**src/rtl/dsq_pkg.sv**
```systemverilog
package dsq_pkg;
  localparam int DESC_WORDS = 8;
  localparam int DESC_BYTES = DESC_WORDS * 4;
  localparam int LEN_W      = 25;

  // register word indices
  localparam logic [3:0] RA_CTL  = 4'd0;
  localparam logic [3:0] RA_THR  = 4'd1;
  localparam logic [3:0] RA_POST = 4'd2;
  localparam logic [3:0] RA_IRQ  = 4'd3;

  // control word field positions
  localparam int CB_IRQ = 21;
  localparam int CB_INL = 22;
  localparam int CB_PRE = 27;

  // thread register bit groups
  localparam int TB_EN   = 8;
  localparam int TB_INIT = 24;

  typedef enum logic [1:0] {S_IDLE, S_WAIT, S_MOVE, S_FIN} eng_state_t;
endpackage

```
**src/rtl/dsq_rr.sv**
```systemverilog
module dsq_rr #(
  parameter int NT = 4,
  parameter int TW = 2
) (
  input  logic          clk,
  input  logic          rst,
  input  logic [NT-1:0] req,
  input  logic          take,
  output logic          gnt_vld,
  output logic [TW-1:0] gnt_idx
);
  logic [TW-1:0] last_q;

  // search starts one past the last served thread
  always_comb begin
    gnt_vld = 1'b0;
    gnt_idx = last_q;
    for (int i = 1; i <= NT; i++) begin
      if (!gnt_vld && req[(int'(last_q) + i) % NT]) begin
        gnt_vld = 1'b1;
        gnt_idx = TW'((int'(last_q) + i) % NT);
      end
    end
  end

  always_ff @(posedge clk) begin
    if (rst)       last_q <= TW'(NT - 1);
    else if (take) last_q <= gnt_idx;
  end
endmodule

```
**src/rtl/dsq_fetch.sv**
```systemverilog
module dsq_fetch #(
  parameter int AW = 16,
  parameter int TW = 2
) (
  input  logic          clk,
  input  logic          rst,
  input  logic          gnt_vld,
  input  logic [TW-1:0] gnt_idx,
  input  logic [AW-1:0] base_addr,
  output logic          take,
  output logic          mem_req,
  output logic [AW-1:0] mem_addr,
  input  logic          mem_rvalid,
  input  logic [31:0]   mem_rdata,
  output logic          mv_req,
  output logic [31:0]   mv_src,
  output logic [31:0]   mv_dst,
  output logic [24:0]   mv_len,
  output logic [2:0]    mv_pre_endian,
  output logic [2:0]    mv_inline,
  output logic [31:0]   mv_inline_ctl,
  input  logic          mv_done,
  output logic          fin,
  output logic [TW-1:0] fin_thread,
  output logic          fin_irq
);
  import dsq_pkg::*;

  eng_state_t st_q;
  logic [2:0] widx_q;

  assign take = (st_q == S_IDLE) && gnt_vld;

  always_ff @(posedge clk) begin
    if (rst) begin
      st_q          <= S_IDLE;
      widx_q        <= '0;
      mem_req       <= 1'b0;
      mem_addr      <= '0;
      mv_req        <= 1'b0;
      mv_src        <= '0;
      mv_dst        <= '0;
      mv_len        <= '0;
      mv_pre_endian <= '0;
      mv_inline     <= '0;
      mv_inline_ctl <= '0;
      fin           <= 1'b0;
      fin_thread    <= '0;
      fin_irq       <= 1'b0;
    end else begin
      mem_req <= 1'b0;
      fin     <= 1'b0;
      case (st_q)
        S_IDLE: if (gnt_vld) begin
          fin_thread <= gnt_idx;
          mem_addr   <= base_addr;
          mem_req    <= 1'b1;
          widx_q     <= '0;
          st_q       <= S_WAIT;
        end
        S_WAIT: if (mem_rvalid) begin
          case (widx_q)
            3'd0: begin
              fin_irq       <= mem_rdata[CB_IRQ];
              mv_inline     <= mem_rdata[CB_INL +: 3];
              mv_pre_endian <= mem_rdata[CB_PRE +: 3];
            end
            3'd1:    mv_src        <= mem_rdata;
            3'd2:    mv_dst        <= mem_rdata;
            3'd3:    mv_len        <= mem_rdata[LEN_W-1:0];
            3'd6:    mv_inline_ctl <= mem_rdata;
            default: ;
          endcase
          if (widx_q == 3'(DESC_WORDS - 1)) begin
            mv_req <= 1'b1;
            st_q   <= S_MOVE;
          end else begin
            widx_q   <= widx_q + 3'd1;
            mem_addr <= mem_addr + AW'(4);
            mem_req  <= 1'b1;
          end
        end
        S_MOVE: if (mv_done) begin
          mv_req <= 1'b0;
          fin    <= 1'b1;
          st_q   <= S_FIN;
        end
        default: st_q <= S_IDLE;
      endcase
    end
  end
endmodule

```
**src/rtl/dsq_top.sv**
```systemverilog
module dsq_top #(
  parameter int NT    = 4,
  parameter int AW    = 16,
  parameter int CNT_W = 8
) (
  input  logic          clk,
  input  logic          rst,
  input  logic          reg_wr,
  input  logic [3:0]    reg_addr,
  input  logic [31:0]   reg_wdata,
  output logic [31:0]   reg_rdata,
  output logic          mem_req,
  output logic [AW-1:0] mem_addr,
  input  logic          mem_rvalid,
  input  logic [31:0]   mem_rdata,
  output logic          mv_req,
  output logic [31:0]   mv_src,
  output logic [31:0]   mv_dst,
  output logic [24:0]   mv_len,
  output logic [2:0]    mv_pre_endian,
  output logic [2:0]    mv_inline,
  output logic [31:0]   mv_inline_ctl,
  input  logic          mv_done,
  output logic          irq
);
  import dsq_pkg::*;

  localparam int TW = (NT > 1) ? $clog2(NT) : 1;

  logic                 glob_q;
  logic [NT-1:0]        en_q, irq_st_q, req;
  logic [AW-1:0]        st_sh[NT], end_sh[NT], st_a[NT], end_a[NT], ptr_q[NT];
  logic [AW-1:0]        ptr_nx[NT];
  logic [CNT_W-1:0]     pend_q[NT], pend_d[NT];
  logic                 gnt_vld, take, fin, fin_irq;
  logic [TW-1:0]        gnt_idx, fin_thread;
  logic [31:0]          rd_d;
  logic                 wr_thr, wr_post, wr_irq;
  logic                 unused_wdata;

  assign wr_thr       = reg_wr && reg_addr == RA_THR;
  assign wr_post      = reg_wr && reg_addr == RA_POST;
  assign wr_irq       = reg_wr && reg_addr == RA_IRQ;
  assign unused_wdata = ^{reg_wdata[31:28], reg_wdata[23:16]};

  generate
    for (genvar n = 0; n < NT; n++) begin : g_thr
      logic [AW-1:0]    step;
      logic [CNT_W-1:0] add;
      logic             dec;
      assign req[n]    = glob_q && en_q[n] && (pend_q[n] != '0);
      assign step      = ptr_q[n] + AW'(DESC_BYTES);
      assign ptr_nx[n] = (step >= end_a[n]) ? st_a[n] : step;
      assign add       = (wr_post && reg_wdata[15:8] == 8'(n)) ? reg_wdata[CNT_W-1:0] : '0;
      assign dec       = fin && fin_thread == TW'(n);
      assign pend_d[n] = pend_q[n] + add - CNT_W'(dec);
    end
  endgenerate

  always_ff @(posedge clk) begin
    if (rst) begin
      glob_q   <= 1'b0;
      en_q     <= '0;
      irq_st_q <= '0;
      irq      <= 1'b0;
      for (int n = 0; n < NT; n++) begin
        st_sh[n] <= '0; end_sh[n] <= '0; st_a[n] <= '0;
        end_a[n] <= '0; ptr_q[n]  <= '0; pend_q[n] <= '0;
      end
    end else begin
      if (reg_wr && reg_addr == RA_CTL) glob_q <= reg_wdata[0];
      if (wr_thr) en_q <= reg_wdata[TB_EN +: NT];
      for (int n = 0; n < NT; n++) begin
        if (reg_wr && reg_addr[3:2] == 2'b01 && reg_addr[1:0] == 2'(n)) st_sh[n]  <= reg_wdata[AW-1:0];
        if (reg_wr && reg_addr[3:2] == 2'b10 && reg_addr[1:0] == 2'(n)) end_sh[n] <= reg_wdata[AW-1:0];
        if (wr_thr && reg_wdata[TB_INIT + n]) begin
          st_a[n]  <= st_sh[n];
          end_a[n] <= end_sh[n];
          ptr_q[n] <= st_sh[n];
        end else if (fin && fin_thread == TW'(n)) begin
          ptr_q[n] <= ptr_nx[n];
        end
        pend_q[n] <= pend_d[n];
        if (fin && fin_irq && fin_thread == TW'(n)) irq_st_q[n] <= 1'b1;
        else if (wr_irq && reg_wdata[n])            irq_st_q[n] <= 1'b0;
      end
      irq <= |irq_st_q;
    end
  end

  always_comb begin
    rd_d = '0;
    case (reg_addr)
      RA_CTL:  rd_d[0] = glob_q;
      RA_THR:  rd_d[TB_EN +: NT] = en_q;
      RA_POST: for (int n = 0; n < NT; n++) rd_d[n*8 +: 8] = 8'(pend_q[n]);
      RA_IRQ:  rd_d[NT-1:0] = irq_st_q;
      default: begin
        if (reg_addr[3:2] == 2'b01)      rd_d[AW-1:0] = st_sh[TW'(reg_addr[1:0])];
        else if (reg_addr[3:2] == 2'b10) rd_d[AW-1:0] = end_sh[TW'(reg_addr[1:0])];
      end
    endcase
  end

  always_ff @(posedge clk) begin
    if (rst) reg_rdata <= '0;
    else     reg_rdata <= rd_d;
  end

  dsq_rr #(.NT(NT), .TW(TW)) u_rr (
    .clk(clk), .rst(rst), .req(req), .take(take),
    .gnt_vld(gnt_vld), .gnt_idx(gnt_idx)
  );

  dsq_fetch #(.AW(AW), .TW(TW)) u_fetch (
    .clk(clk), .rst(rst), .gnt_vld(gnt_vld), .gnt_idx(gnt_idx),
    .base_addr(ptr_q[gnt_idx]), .take(take),
    .mem_req(mem_req), .mem_addr(mem_addr), .mem_rvalid(mem_rvalid), .mem_rdata(mem_rdata),
    .mv_req(mv_req), .mv_src(mv_src), .mv_dst(mv_dst), .mv_len(mv_len),
    .mv_pre_endian(mv_pre_endian), .mv_inline(mv_inline), .mv_inline_ctl(mv_inline_ctl),
    .mv_done(mv_done), .fin(fin), .fin_thread(fin_thread), .fin_irq(fin_irq)
  );
endmodule

```
**config.mk**
```make
export PLATFORM = sky130hd
export DESIGN_NAME = dsq_top
export DESIGN_NICKNAME = d
export VERILOG_FILES = /design/src/rtl/dsq_pkg.sv /design/src/rtl/dsq_rr.sv /design/src/rtl/dsq_fetch.sv /design/src/rtl/dsq_top.sv
export SDC_FILE = /design/constraint.sdc
export NUM_CORES = 1
export LEC_CHECK = 0
export CAP_MARGIN = 20
export CORE_ASPECT_RATIO = 0.75
export CORE_MARGIN = 3
export CORE_UTILIZATION = 25
export DETAILED_ROUTE_END_ITERATION = 16
export PLACE_DENSITY_LB_ADDON = 0.2
export SYNTH_ARGS = -nofsm -noshare
export SYNTH_HDL_FRONTEND = slang
export SYNTH_HIERARCHICAL = 1
export SYNTH_SLANG_ARGS = --single-unit
export TNS_END_PERCENT = 1
```
**constraint.sdc**
```tcl
create_clock -name clk -period 12.2 [get_ports clk]
set_clock_uncertainty 0.2 [all_clocks]
set_input_delay 3.66 -clock clk [delete_from_list [all_inputs] [get_ports clk]]
set_output_delay 3.66 -clock clk [all_outputs]
set_load 0.05 [all_outputs]
```
Word-level counts from Yosys, hierarchy flattened
Memory sizes are Yosys's and may differ from the RTL's.
Cells that the tools add are included.
Cells by class
  magnitude comparators: 8
  reduce and logical (&&, ||, !) cells: 85
  bitwise logic cells: 34
  muxes and demuxes: 148
  add/subtract/negate cells: 18
  equal/unequal tests: 26
Operator list (number)
  16-bit 2-to-1 mux: 33
  1-bit 2-to-1 mux: 82
  16-bit by 6-bit adder with 16-bit output, second input constant: 4
  16-bit greater-or-equal comparator: 4
  8-bit 2-to-1 mux: 8
  1-bit logical AND: 47
  8-bit adder: 4
  16-bit one-hot mux with 2 select lines: 1
  8-bit nonzero test: 4
  8-bit by 1-bit subtractor with 8-bit output: 4
  1-bit bitwise OR: 28
  16-bit by 3-bit adder with 16-bit output, second input constant: 1
  8-bit by 2-bit == test with 1-bit output, second input constant: 2
  3-bit by 4-bit < comparator with 1-bit output, second input constant: 4
  2-bit 2-to-1 mux: 8
  4-bit one-hot mux with 2 select lines: 2
  2-bit OR reduction: 8
  3-bit AND reduction: 5
  2-bit == test, second input constant: 6
  4-bit one-hot mux with 3 select lines: 1
  4-bit AND reduction: 3
  2-bit nonzero test: 6
  3-bit 2-to-1 mux: 3
  3-bit one-hot mux with 3 select lines: 1
  other kinds (27): 50
Storage, ports and cells
  memory bits (writable): 352
  memories kept: 6
  input bits: 73
  output and inout bits: 178
  register bits: 198
  word-level logic and storage cells: 349
Memory list
  end_a: words 4, bits a word 16, rd ports 4, clocked after Yosys merged registers in 0, write ports 4, line dsq_top.sv:32  | logic [AW-1:0] st_sh[NT], end_sh[NT], st_a[NT], end_a[NT], ptr_q[NT];
  end_sh: words 4, bits a word 16, rd ports 5, clocked after Yosys merged registers in 0, write ports 4, line dsq_top.sv:32
  ptr_q: words 4, bits a word 16, rd ports 5, clocked after Yosys merged registers in 0, write ports 4, line dsq_top.sv:32
  st_a: words 4, bits a word 16, rd ports 4, clocked after Yosys merged registers in 0, write ports 4, line dsq_top.sv:32
  st_sh: words 4, bits a word 16, rd ports 5, clocked after Yosys merged registers in 0, write ports 4, line dsq_top.sv:32
  pend_q: words 4, bits a word 8, rd ports 4, clocked after Yosys merged registers in 0, write ports 4, line dsq_top.sv:34  | logic [CNT_W-1:0] pend_q[NT], pend_d[NT];

Depth between registers and ports, before layout
Gate-level depths: netlist of the first run.
An unclocked memory read counts as a cell.
  depth after elaboration: 19
  mapped depth: 17
  depth with buffers taken out: 15

Modules after synthesis
The synthesis of the first run kept the hierarchy.
Modules (own cells, without submodules)
  dsq_top: times used 1, area each 20604.8 µm², cells an instance 1744, sequential area each 11090.6 µm²
  dsq_fetch: times used 1, area each 5949.5 µm², cells an instance 761, sequential area each 3083.0 µm²
  dsq_rr: times used 1, area each 180.2 µm², cells an instance 26, sequential area each 40.0 µm²

Least setup slack after synthesis of the first run
OpenSTA, ideal clock, no wires.
  kind: input port to flip-flop
  from: in reg_wr
  to: mem pend_q[2][6] (netlist: pend_q[0][22])
  required time: 11879 ps
  path buffers: 1
  stages: 14
  setup time: 121 ps
  setup slack: 5497 ps
  data arrival time: 6382 ps
  path through: buf_2 nor3b_2 nand4_1 nor3b_2 nand2_1 ha_1 inv_1 ha_1 nor2b_1 o21ai_1 nand2b_1 a21o_1 a21oi_1 mux2_2
RTL lines
  start, declared: line dsq_top.sv:8  | input logic reg_wr,
  end, declared: line dsq_top.sv:34

==> results of run 1 <==
-- state kept, by name, indices dropped and copies added, names as in the netlist, 3 cells and up --
signal and count:
en_q 4, end_a 64, end_sh 64, irq_st_q 4, pend_q 32, ptr_q 64, reg_rdata 32, st_a 64
st_sh 64, u_fetch/mem_addr 16, u_fetch/mv_dst 32, u_fetch/mv_inline 3, u_fetch/mv_inline_ctl 32, u_fetch/mv_len 25, u_fetch/mv_pre_endian 3, u_fetch/mv_src 32
u_fetch/widx_q 3
-- kinds of logic (layout without fill, tap and decap cells) --
logic type,after synthesis,count (layout),synth area share
DFF,550,550,0.532
xor gates and xnor gates,62,62,0.0203
other,0,4,0
and+or+nand+nor,968,968,0.182
buffers and inverters,312,561,0.0479
muxes,106,106,0.0623
AOI/OAI and AO/OA,394,394,0.0896
adders and majority gates,139,139,0.0662
-- final cells by class --
| class | count | share of cell area |
|---|---|---|
| well taps | 1417 | 0.0545 |
| multi-input cells | 1669 | 0.346 |
| clock inverters | 17 | 0.00661 |
| clock buffers | 95 | 0.0539 |
| flip-flops and latches | 550 | 0.437 |
| repair buffers | 275 | 0.0816 |
| inverters | 174 | 0.0201 |
| diodes | 4 | 0.000308 |
-- power by group --
group / internal (uW) / total (uW) / switching [uW] / leakage, uW
clock: 1050 / 1870 / 822 / 0.000961
sequential: 2020 / 2060 / 40.4 / 0.00509
combinational: 113 / 313 / 200 / 0.00618
total: 3180 / 4250 / 1060 / 0.0122
-- worst register-to-register path: cells and delay by family (launching register included) --
family	cells	cell delay, ns
buffers and inverters	1	0.04
flip-flops	1	0.56
XOR/XNOR	1	0.16
AO/OA/AOI/OAI	4	0.70
adder cells (fa/ha/maj)	3	0.85
AND/OR/NAND/NOR	3	1.09
-- stage by stage --
| stage | hold WS, ns | setup WS [ns] | area, um2 | util |
|---|---|---|---|---|
| 4_1_cts | 0.255 | 4.77 | 32500 | 0.308 |
| 3_5_place_dp | 0.246 | 4.09 | 30500 | 0.289 |
| 6_report | 0.251 | 4.75 | 32500 | 0.308 |
| 3_3_place_gp | 0.241 | 4.10 | 30500 | 0.289 |
| 2_1_floorplan | 0.253 | 5.50 | 26700 | - |
| 5_1_grt | 0.270 | 4.47 | 32500 | 0.308 |
-- placed cells by master (no fill, tap or decap), drive strengths merged, types with 5 or more instances in the layout --
cell,count
a211oi,11
a21o,23
a21oi,219
a221oi,5
a31o,5
a31oi,5
and2,155
and3,139
and4,10
buf,41
clkbuf,95
clkdlybuf4s50,234
clkinv,12
dfxtp,230
edfxtp,320
ha,135
inv,175
mux2i,55
mux4,48
nand2,363
nand2b,17
nand3,53
nand4,23
nor2,115
nor2b,40
nor3,21
nor4,18
o21a,5
o21ai,43
o21bai,45
o31a,7
xnor2,41
xor2,21
-- routing by layer --
metal | GRT usage | share of wire | vias to the layer above
li1 | - | - | 9256
met1 | 0.249 | 0.51 | 9329
met2 | 0.224 | 0.41 | 452
met3 | 0.0356 | 0.063 | 93
met4 | 0.0287 | 0.015 | 2
met5 | 0 | 0.00022 | -
-- Yosys cell counts, types with 37 or more instances --
cell      number  area (um2)
a21oi_1      215        1080
mux4_2        48        1080
nor2_1       114         428
xnor2_1       41         359
nor2b_1       39         244
buf_2         47         235
ha_1         135        1690
nand3_1       53         265
mux2i_1       55         551
o21ai_0       37         185
nand2_1      363        1360
inv_1        172         646
and3_1       139         870
clkbuf_1      75         282
dfxtp_1      230        4600
o21bai_1      41         308
edfxtp_1     320        9610
and2_1       155         970
-- final timing paths --
path	start	end	slack [ns]	cells past startpoint
min	u_fetch/mv_len[13]	u_fetch/mv_len[13]	0.25	2
min reg2reg	u_fetch/mv_len[13]	u_fetch/mv_len[13]	0.25	2
max reg2reg	u_fetch/fin	pend_q[0][6]	8.47	12
max	reg_addr[1]	pend_q[0][23]	4.75	16
==> results.json, run 1 <==
{
  "cts_tree": "yes",
  "worst_skew_pair.late_latency_ns": 0.66,
  "die_w_um": 384,
  "row_count": 103,
  "nNetsFinal": 2942,
  "required_ns": 12.51,
  "cts_root_buf": "clkbuf_16",
  "cpMostUsedCell": "ha_1",
  "synth_warnings": 6,
  "synth-seq-cells": 550,
  "cp_cell_sequence": "buf_2, buf_4, nand2b_1, nor3_1, nand4_1, nor3b_2, nand2_1, ha_1, inv_1, ha_1, a21oi_1, nor2b_1, o31a_1, o41ai_1, xnor2_1, nor2_1",
  "slowest_stage": "nor3b_2",
  "synthDistinctLibCells": 72,
  "critPathTopFamily": "simple AND/OR/NAND/NOR gates",
  "ctsResizeCount": 0,
  "finalPower_uw": 4250,
  "drt-initial-drc-count": 1740,
  "io_pins": 251,
  "gp_congestion": 0.787,
  "syn_nets": 2743,
  "cts_buffer_depth": 3,
  "numClockSinks": 550,
  "synth.yosys.seq_area_share": 0.532,
  "nFillCells": 10900,
  "drtPass1Iterations": 7,
  "postCtsHoldBufs": 0,
  "setup_viol": 0,
  "ant_nets": 0,
  "min_period_ns": 7.45,
  "die_area_um2": 111000,
  "seq_area_um2": 14200,
  "grt_start_max_net_pins": 109,
  "ys.flop_type": "edfxtp_1",
  "dp.cells": 4084,
  "synth_edf_count": 320,
  "wl_per_cell_um": 21.7,
  "die_h_um": 289,
  "rsz0062_at_grt": "false",
  "worst-path-buf-inv": 3,
  "synth.avg_cell_area_um2": 10.6,
  "cap_violations": 0,
  "finalCritPeriodShare": 0.610,
  "hold_viol": 0,
  "power.density_nw_per_um2": 131,
  "cp-end-kind": "register",
  "netlist_instances": 2531,
  "drive_gt1_frac": 0.0770,
  "multiInputGateArea_um2": 11300,
  "fin_setup_tns_ns": 0,
  "postCtsSetupBuffers": 0,
  "gr-usage-all-layers": 0.160,
  "antenna_found_initial": 4,
  "relSlewSlack": 0.246,
  "synth_area_um2": 26700,
  "initial_utilization": 0.253,
  "irDropWorstVdd_mv": 0.111,
  "routed_wl_mm": 91.0,
  "vias_per_cell": 4.55,
  "slowest_delay_ns": 0.61,
  "crit_type": "input port to register",
  "hold_class": "register to register",
  "vias": 19100,
  "status": "finished clean",
  "grt_pass1_vias": 18400,
  "htree_levels": 2,
  "max_freq_mhz": 134,
  "core_area_um2": 106000,
  "worstPathArrival_ns": 7.75,
  "clk_pin_slew_ns": 0.06,
  "grt_first_pass_wirelength_mm": 132,
  "cts_buffers": 60,
  "startpoint_type": "input port",
  "io_buffers": 238,
  "path_max_fanout": 46,
  "grt-ovfl-total": 0,
  "drcViolationCount": 0,
  "area_growth_syn_to_layout_pct": 21.7,
  "report.final.slew_viol_count": 0,
  "tightest_slew_ns": 1.12,
  "layout.cells.non_filler": 4201,
  "leakagePower_uw": 0.0122,
  "hpwl_mm": 65.1,
  "synthArstFlopShare": 0
}
Note: power is estimated with default switching activity, not from simulation.
==> inputs of run 2 (changes only) <==
Clock period 12.2 ns to 6.2 ns, I/O delays scaled along.
==> results.json, run 2 (synthesized netlist as in run 1, its figures left out) <==
{
  "status": "finished clean",
  "die_area_um2": 111000,
  "die_h_um": 289,
  "path_max_fanout": 7,
  "min_period_ns": 4.99,
  "fin_setup_tns_ns": 0,
  "cp_cell_sequence": "clkdlybuf4s50_1, nor2_1, nand4_1, inv_2, and3_1, nand2_1, ha_1, inv_1, ha_1, a21o_1, a211oi_1, nor2_1, o41ai_1, xnor2_1, nor2_1",
  "nNetsFinal": 2963,
  "critPathTopFamily": "simple AND/OR/NAND/NOR gates",
  "final_common_cell": "nand2_1",
  "cts_buffer_depth": 3,
  "leakagePower_uw": 0.0124,
  "grt_start_max_net_pins": 129,
  "drt-initial-drc-count": 1621,
  "hold_viol": 0,
  "die_w_um": 384,
  "drcViolationCount": 0,
  "cts_buffers": 59,
  "worst_skew_pair.late_latency_ns": 0.65,
  "postCtsHoldBufs": 0,
  "hold_class": "register to register",
  "wl_per_cell_um": 21.5,
  "required_ns": 6.50,
  "area_growth_syn_to_layout_pct": 22.7,
  "relSlewSlack": 0.286,
  "clk_pin_slew_ns": 0.06,
  "worst-path-buf-inv": 3,
  "finish.instance_area_um2": 32800,
  "core_area_um2": 106000,
  "report.final.slew_viol_count": 0,
  "initial_utilization": 0.253,
  "power.density_nw_per_um2": 257,
  "row_count": 103,
  "grt_first_pass_wirelength_mm": 131,
  "whs_ns": 0.253,
  "numClockSinks": 550,
  "vias_per_cell": 4.58,
  "nFillCells": 10900,
  "cap_violations": 0,
  "gr-usage-all-layers": 0.159,
  "setup_viol": 0,
  "gp_congestion": 0.787,
  "rsz0062_at_grt": "false",
  "io_pins": 251,
  "irDropWorstVdd_mv": 0.196,
  "crit_type": "input port to register",
  "hpwl_mm": 65.4,
  "tightest_slew_ns": 1.07,
  "layout.cells.non_filler": 4225,
  "cpMostUsedCell": "nor2_1",
  "rrSetupSlack_ns": 2.18,
  "slowest_delay_ns": 0.48,
  "ctsResizeCount": 0,
  "postCtsSetupBuffers": 0,
  "vias": 19400,
  "cts_tree": "yes",
  "cp-end-kind": "register",
  "finalCritPeriodShare": 0.805,
  "drive_gt1_frac": 0.0889,
  "worstPathArrival_ns": 5.29,
  "grt_pass1_vias": 18500,
  "drtPass1Iterations": 5,
  "max_freq_mhz": 200,
  "dp.cells": 4106,
  "startpoint_type": "input port",
  "placed_area_um2": 30800,
  "final_cell_mix": "nand2_1, edfxtp_1, clkdlybuf4s50_1",
  "grt-ovfl-total": 0,
  "antenna_found_initial": 7,
  "htree_levels": 2,
  "ant_nets": 0,
  "io_buffers": 238,
  "cts_root_buf": "clkbuf_16",
  "routed_wl_mm": 90.9,
  "slowest_stage": "clkdlybuf4s50_1"
}
[run 2: cell count changes in the layout (fill, tap and decap cells not counted), sizes merged]
cell      change
clkbuf       -30
buf          +22
clkinv       +18
bufinv        +5
clkinvlp      +5
diode         +2
inv           +2
[run 2: layer usage]
layer,track usage,share of wire
met1,0.249,0.51
met4,0.0351,0.020
met5,0,0.00014
met3,0.0372,0.075
met2,0.216,0.40
[run 2: report_power, final]
group	switching, uW	internal (uW)	total (uW)
combinational	390	232	621
clock	1630	2140	3770
sequential	75.3	3970	4050
[run 2: final timing paths]
path	start	to	cells after the start
setup / recovery	reg_wdata[13]	pend_q[0][31]	15
hold / removal	u_fetch/mv_inline_ctl[19]	u_fetch/mv_inline_ctl[19]	2
setup reg to reg	ptr_q[0][5]	ptr_q[0][4]	12
hold reg to reg	u_fetch/mv_inline_ctl[19]	u_fetch/mv_inline_ctl[19]	2
[run 2: cell type report]
cell class,instances,area [um2],area share
clock buffers,65,1540,0.0470
repair buffers,297,2850,0.0868
flip-flops and latches,550,14200,0.433
diodes,6,15.0,0.000458
well taps,1417,1770,0.0540
multi-input cells,1669,11300,0.344
clock inverters,47,488,0.0149
inverters,174,653,0.0199
[run 2: stage by stage]
stage               worst slack, ns   util  power [uW]
global route                  0.926  0.310        8760
finish                         1.21  0.310        8430
global placement              0.459  0.291        4750
floorplan                      1.30      -        4460
detailed placement            0.459  0.291        4750
CTS                            1.15  0.310        8550
[run 2: worst min-delay path, delay by kind of cell (launching register included)]
family,cells,cell delay [ns]
DFF,1,0.31
and+or+nand+nor,1,0.05
AOI/OAI and AO/OA,1,0.05
==> inputs of run 3 (changes only) <==
Clock period 6.2 ns to 4 ns, I/O delays scaled along.
==> results.json, run 3 (synthesized netlist as in run 1, its figures left out) <==
{
  "hold_class": "register to register",
  "drtPass1Iterations": 5,
  "final_common_cell": "nand2_1",
  "vias_per_cell": 4.55,
  "worst-path-buf-inv": 3,
  "core_area_um2": 106000,
  "area_growth_syn_to_layout_pct": 25.6,
  "die_h_um": 289,
  "vias": 19600,
  "min_path_cells": 2,
  "tightest_slew_ns": 0.918,
  "routed_wl_mm": 90.6,
  "hold_viol": 0,
  "power.share.sequential": 0.484,
  "cp_cell_sequence": "clkdlybuf4s50_1, nor3b_4, nand4_1, buf_4, nor3b_4, nand2_1, ha_1, inv_1, ha_1, a21oi_1, nor2b_1, o31a_1, o41ai_2, xnor2_1, nor2_1",
  "drt-initial-drc-count": 1732,
  "status": "finished clean",
  "critPathTopFamily": "simple AND/OR/NAND/NOR gates",
  "clk_pin_slew_ns": 0.06,
  "initial_utilization": 0.253,
  "comb_power_share": 0.078,
  "final_cell_mix": "nand2_1, edfxtp_1, clkdlybuf4s50_1",
  "cap_violations": 0,
  "antenna_found_initial": 3,
  "holdPathEnd": "u_fetch/mv_src[5]",
  "crit_type": "input port to register",
  "clkPwrFrac": 0.438,
  "htree_levels": 2,
  "grt_start_max_net_pins": 118,
  "cts_root_buf": "clkbuf_16",
  "setup_viol": 0,
  "internal-power_uw": 9770,
  "worst_skew_pair.late_latency_ns": 0.66,
  "drive_gt1_frac": 0.115,
  "rrSetupSlack_ns": 0.38,
  "postCtsHoldBufs": 0,
  "layout.cells.non_filler": 4306,
  "numClockSinks": 550,
  "report.final.slew_viol_count": 0,
  "row_count": 103,
  "gr-usage-all-layers": 0.159,
  "max_freq_mhz": 257,
  "grt_pass1_vias": 18900,
  "wl_per_cell_um": 21.0,
  "rsz0062_at_grt": "true",
  "holdCritStartpoint": "u_fetch/mv_src[5]",
  "cp-end-kind": "register",
  "slowest_stage": "clkdlybuf4s50_1",
  "grt-ovfl-total": 0,
  "slowest_delay_ns": 0.47,
  "power.density_nw_per_um2": 386,
  "grt_first_pass_wirelength_mm": 131,
  "swShare": 0.246,
  "finalPower_uw": 13000,
  "ant_nets": 0,
  "required_ns": 4.32,
  "min_period_ns": 3.89,
  "die_area_um2": 111000,
  "cts_buffer_depth": 3,
  "relSlewSlack": 0.388,
  "io_pins": 251,
  "worst-r2r-cell-count": 13,
  "worstPathArrival_ns": 4.22,
  "crit-reg2reg-launch": "ptr_q[1][6]",
  "drcViolationCount": 0,
  "fin_setup_tns_ns": 0,
  "hpwl_mm": 66.9,
  "switchingPower_uw": 3190,
  "gp_congestion": 0.780,
  "postCtsSetupBuffers": 0,
  "nNetsFinal": 3050,
  "dp.cells": 4193,
  "die_w_um": 384,
  "io_buffers": 238,
  "cts_buffers": 59,
  "irDropWorstVdd_mv": 0.277,
  "cts_tree": "yes",
  "path_max_fanout": 4,
  "startpoint_type": "input port",
  "finalCritPeriodShare": 0.973,
  "rr_endpoint": "ptr_q[1][7]",
  "leakagePower_uw": 0.0129
}
==> run 3: cell count changes in the layout (fill, tap and decap cells not counted), moves of 4 or more <==
cell / delta
buf_12: +8
buf_4: +77
clkbuf_1: +11
clkinv_2: -8
clkinvlp_4: -4
diode_2: -4
ha_1: -4
ha_4: +4
o41ai_1: -4
o41ai_2: +4
==> run 3: how the worst max path moves through the flow <==
stage | from | to | cells after the start
5_1_grt | reg_addr[2] | pend_q[0][15] | 15
3_5_place_dp | reg_addr[3] | pend_q[0][15] | 15
4_1_cts | reg_addr[3] | pend_q[0][15] | 15
6_report | reg_addr[2] | pend_q[0][15] | 15
2_1_floorplan | reg_wr | pend_q[0][6] | 14
3_3_place_gp | reg_wdata[15] | pend_q[0][15] | 15
==> run 3: layout make-up <==
type	count	area, um2
Clock inverter	32	349
Inverter	174	653
Tap cell	1417	1770
Multi-Input combinational cell	1669	11400
Timing Repair Buffer	384	3610
Clock buffer	78	1600
Antenna cell	2	5.00
Sequential cell	550	14200
Fill cell	10900	72100
==> run 3: per-layer routing <==
layer	wire, um	vias to the layer above	GRT usage
met5	0	-	0
met4	1830	0	0.0357
met3	5790	102	0.0358
met2	36700	449	0.221
met1	46200	9554	0.246
li1	-	9493	-
==> run 3: worst min-delay path: cells and delay by family, from the launching register on <==
kind               cells  cell delay [ns]
DFF                    1             0.30
and+or+nand+nor        1             0.05
AOI/OAI and AO/OA      1             0.05
==> run 3: what timing repair did <==
| item | in CTS | in global routing |
|---|---|---|
| hold endpoints to repair | 0 | 0 |
| resized for setup | 0 | 7 |
| endpoints found under the setup margin | 0 | 9 |
==> run 3: per-stage QoR <==
stage / setup slack (ns) / hold slack, ns / instance area (um2) / util
after global routing: -0.0739 / 0.265 / 33600 / 0.318
final: 0.106 / 0.251 / 33600 / 0.318
after detailed placement: -0.620 / 0.246 / 31600 / 0.299
after CTS: 0.0683 / 0.254 / 33500 / 0.317
after global placement: -0.623 / 0.242 / 31600 / 0.299
after floorplan: -0.108 / 0.253 / 26800 / -
==> run 3: power by group through the flow <==
| stage | sequential [uW] | combinational, uW | clock [uW] |
|---|---|---|---|
| 5_1_grt | 6290 | 1100 | 6050 |
| 3_5_place_dp | 6400 | 1010 | 0 |
| 4_1_cts | 6270 | 1020 | 5840 |
| 3_3_place_gp | 6400 | 1020 | 0 |
| 2_1_floorplan | 6370 | 545 | 0 |
| 6_report | 6270 | 1010 | 5680 |
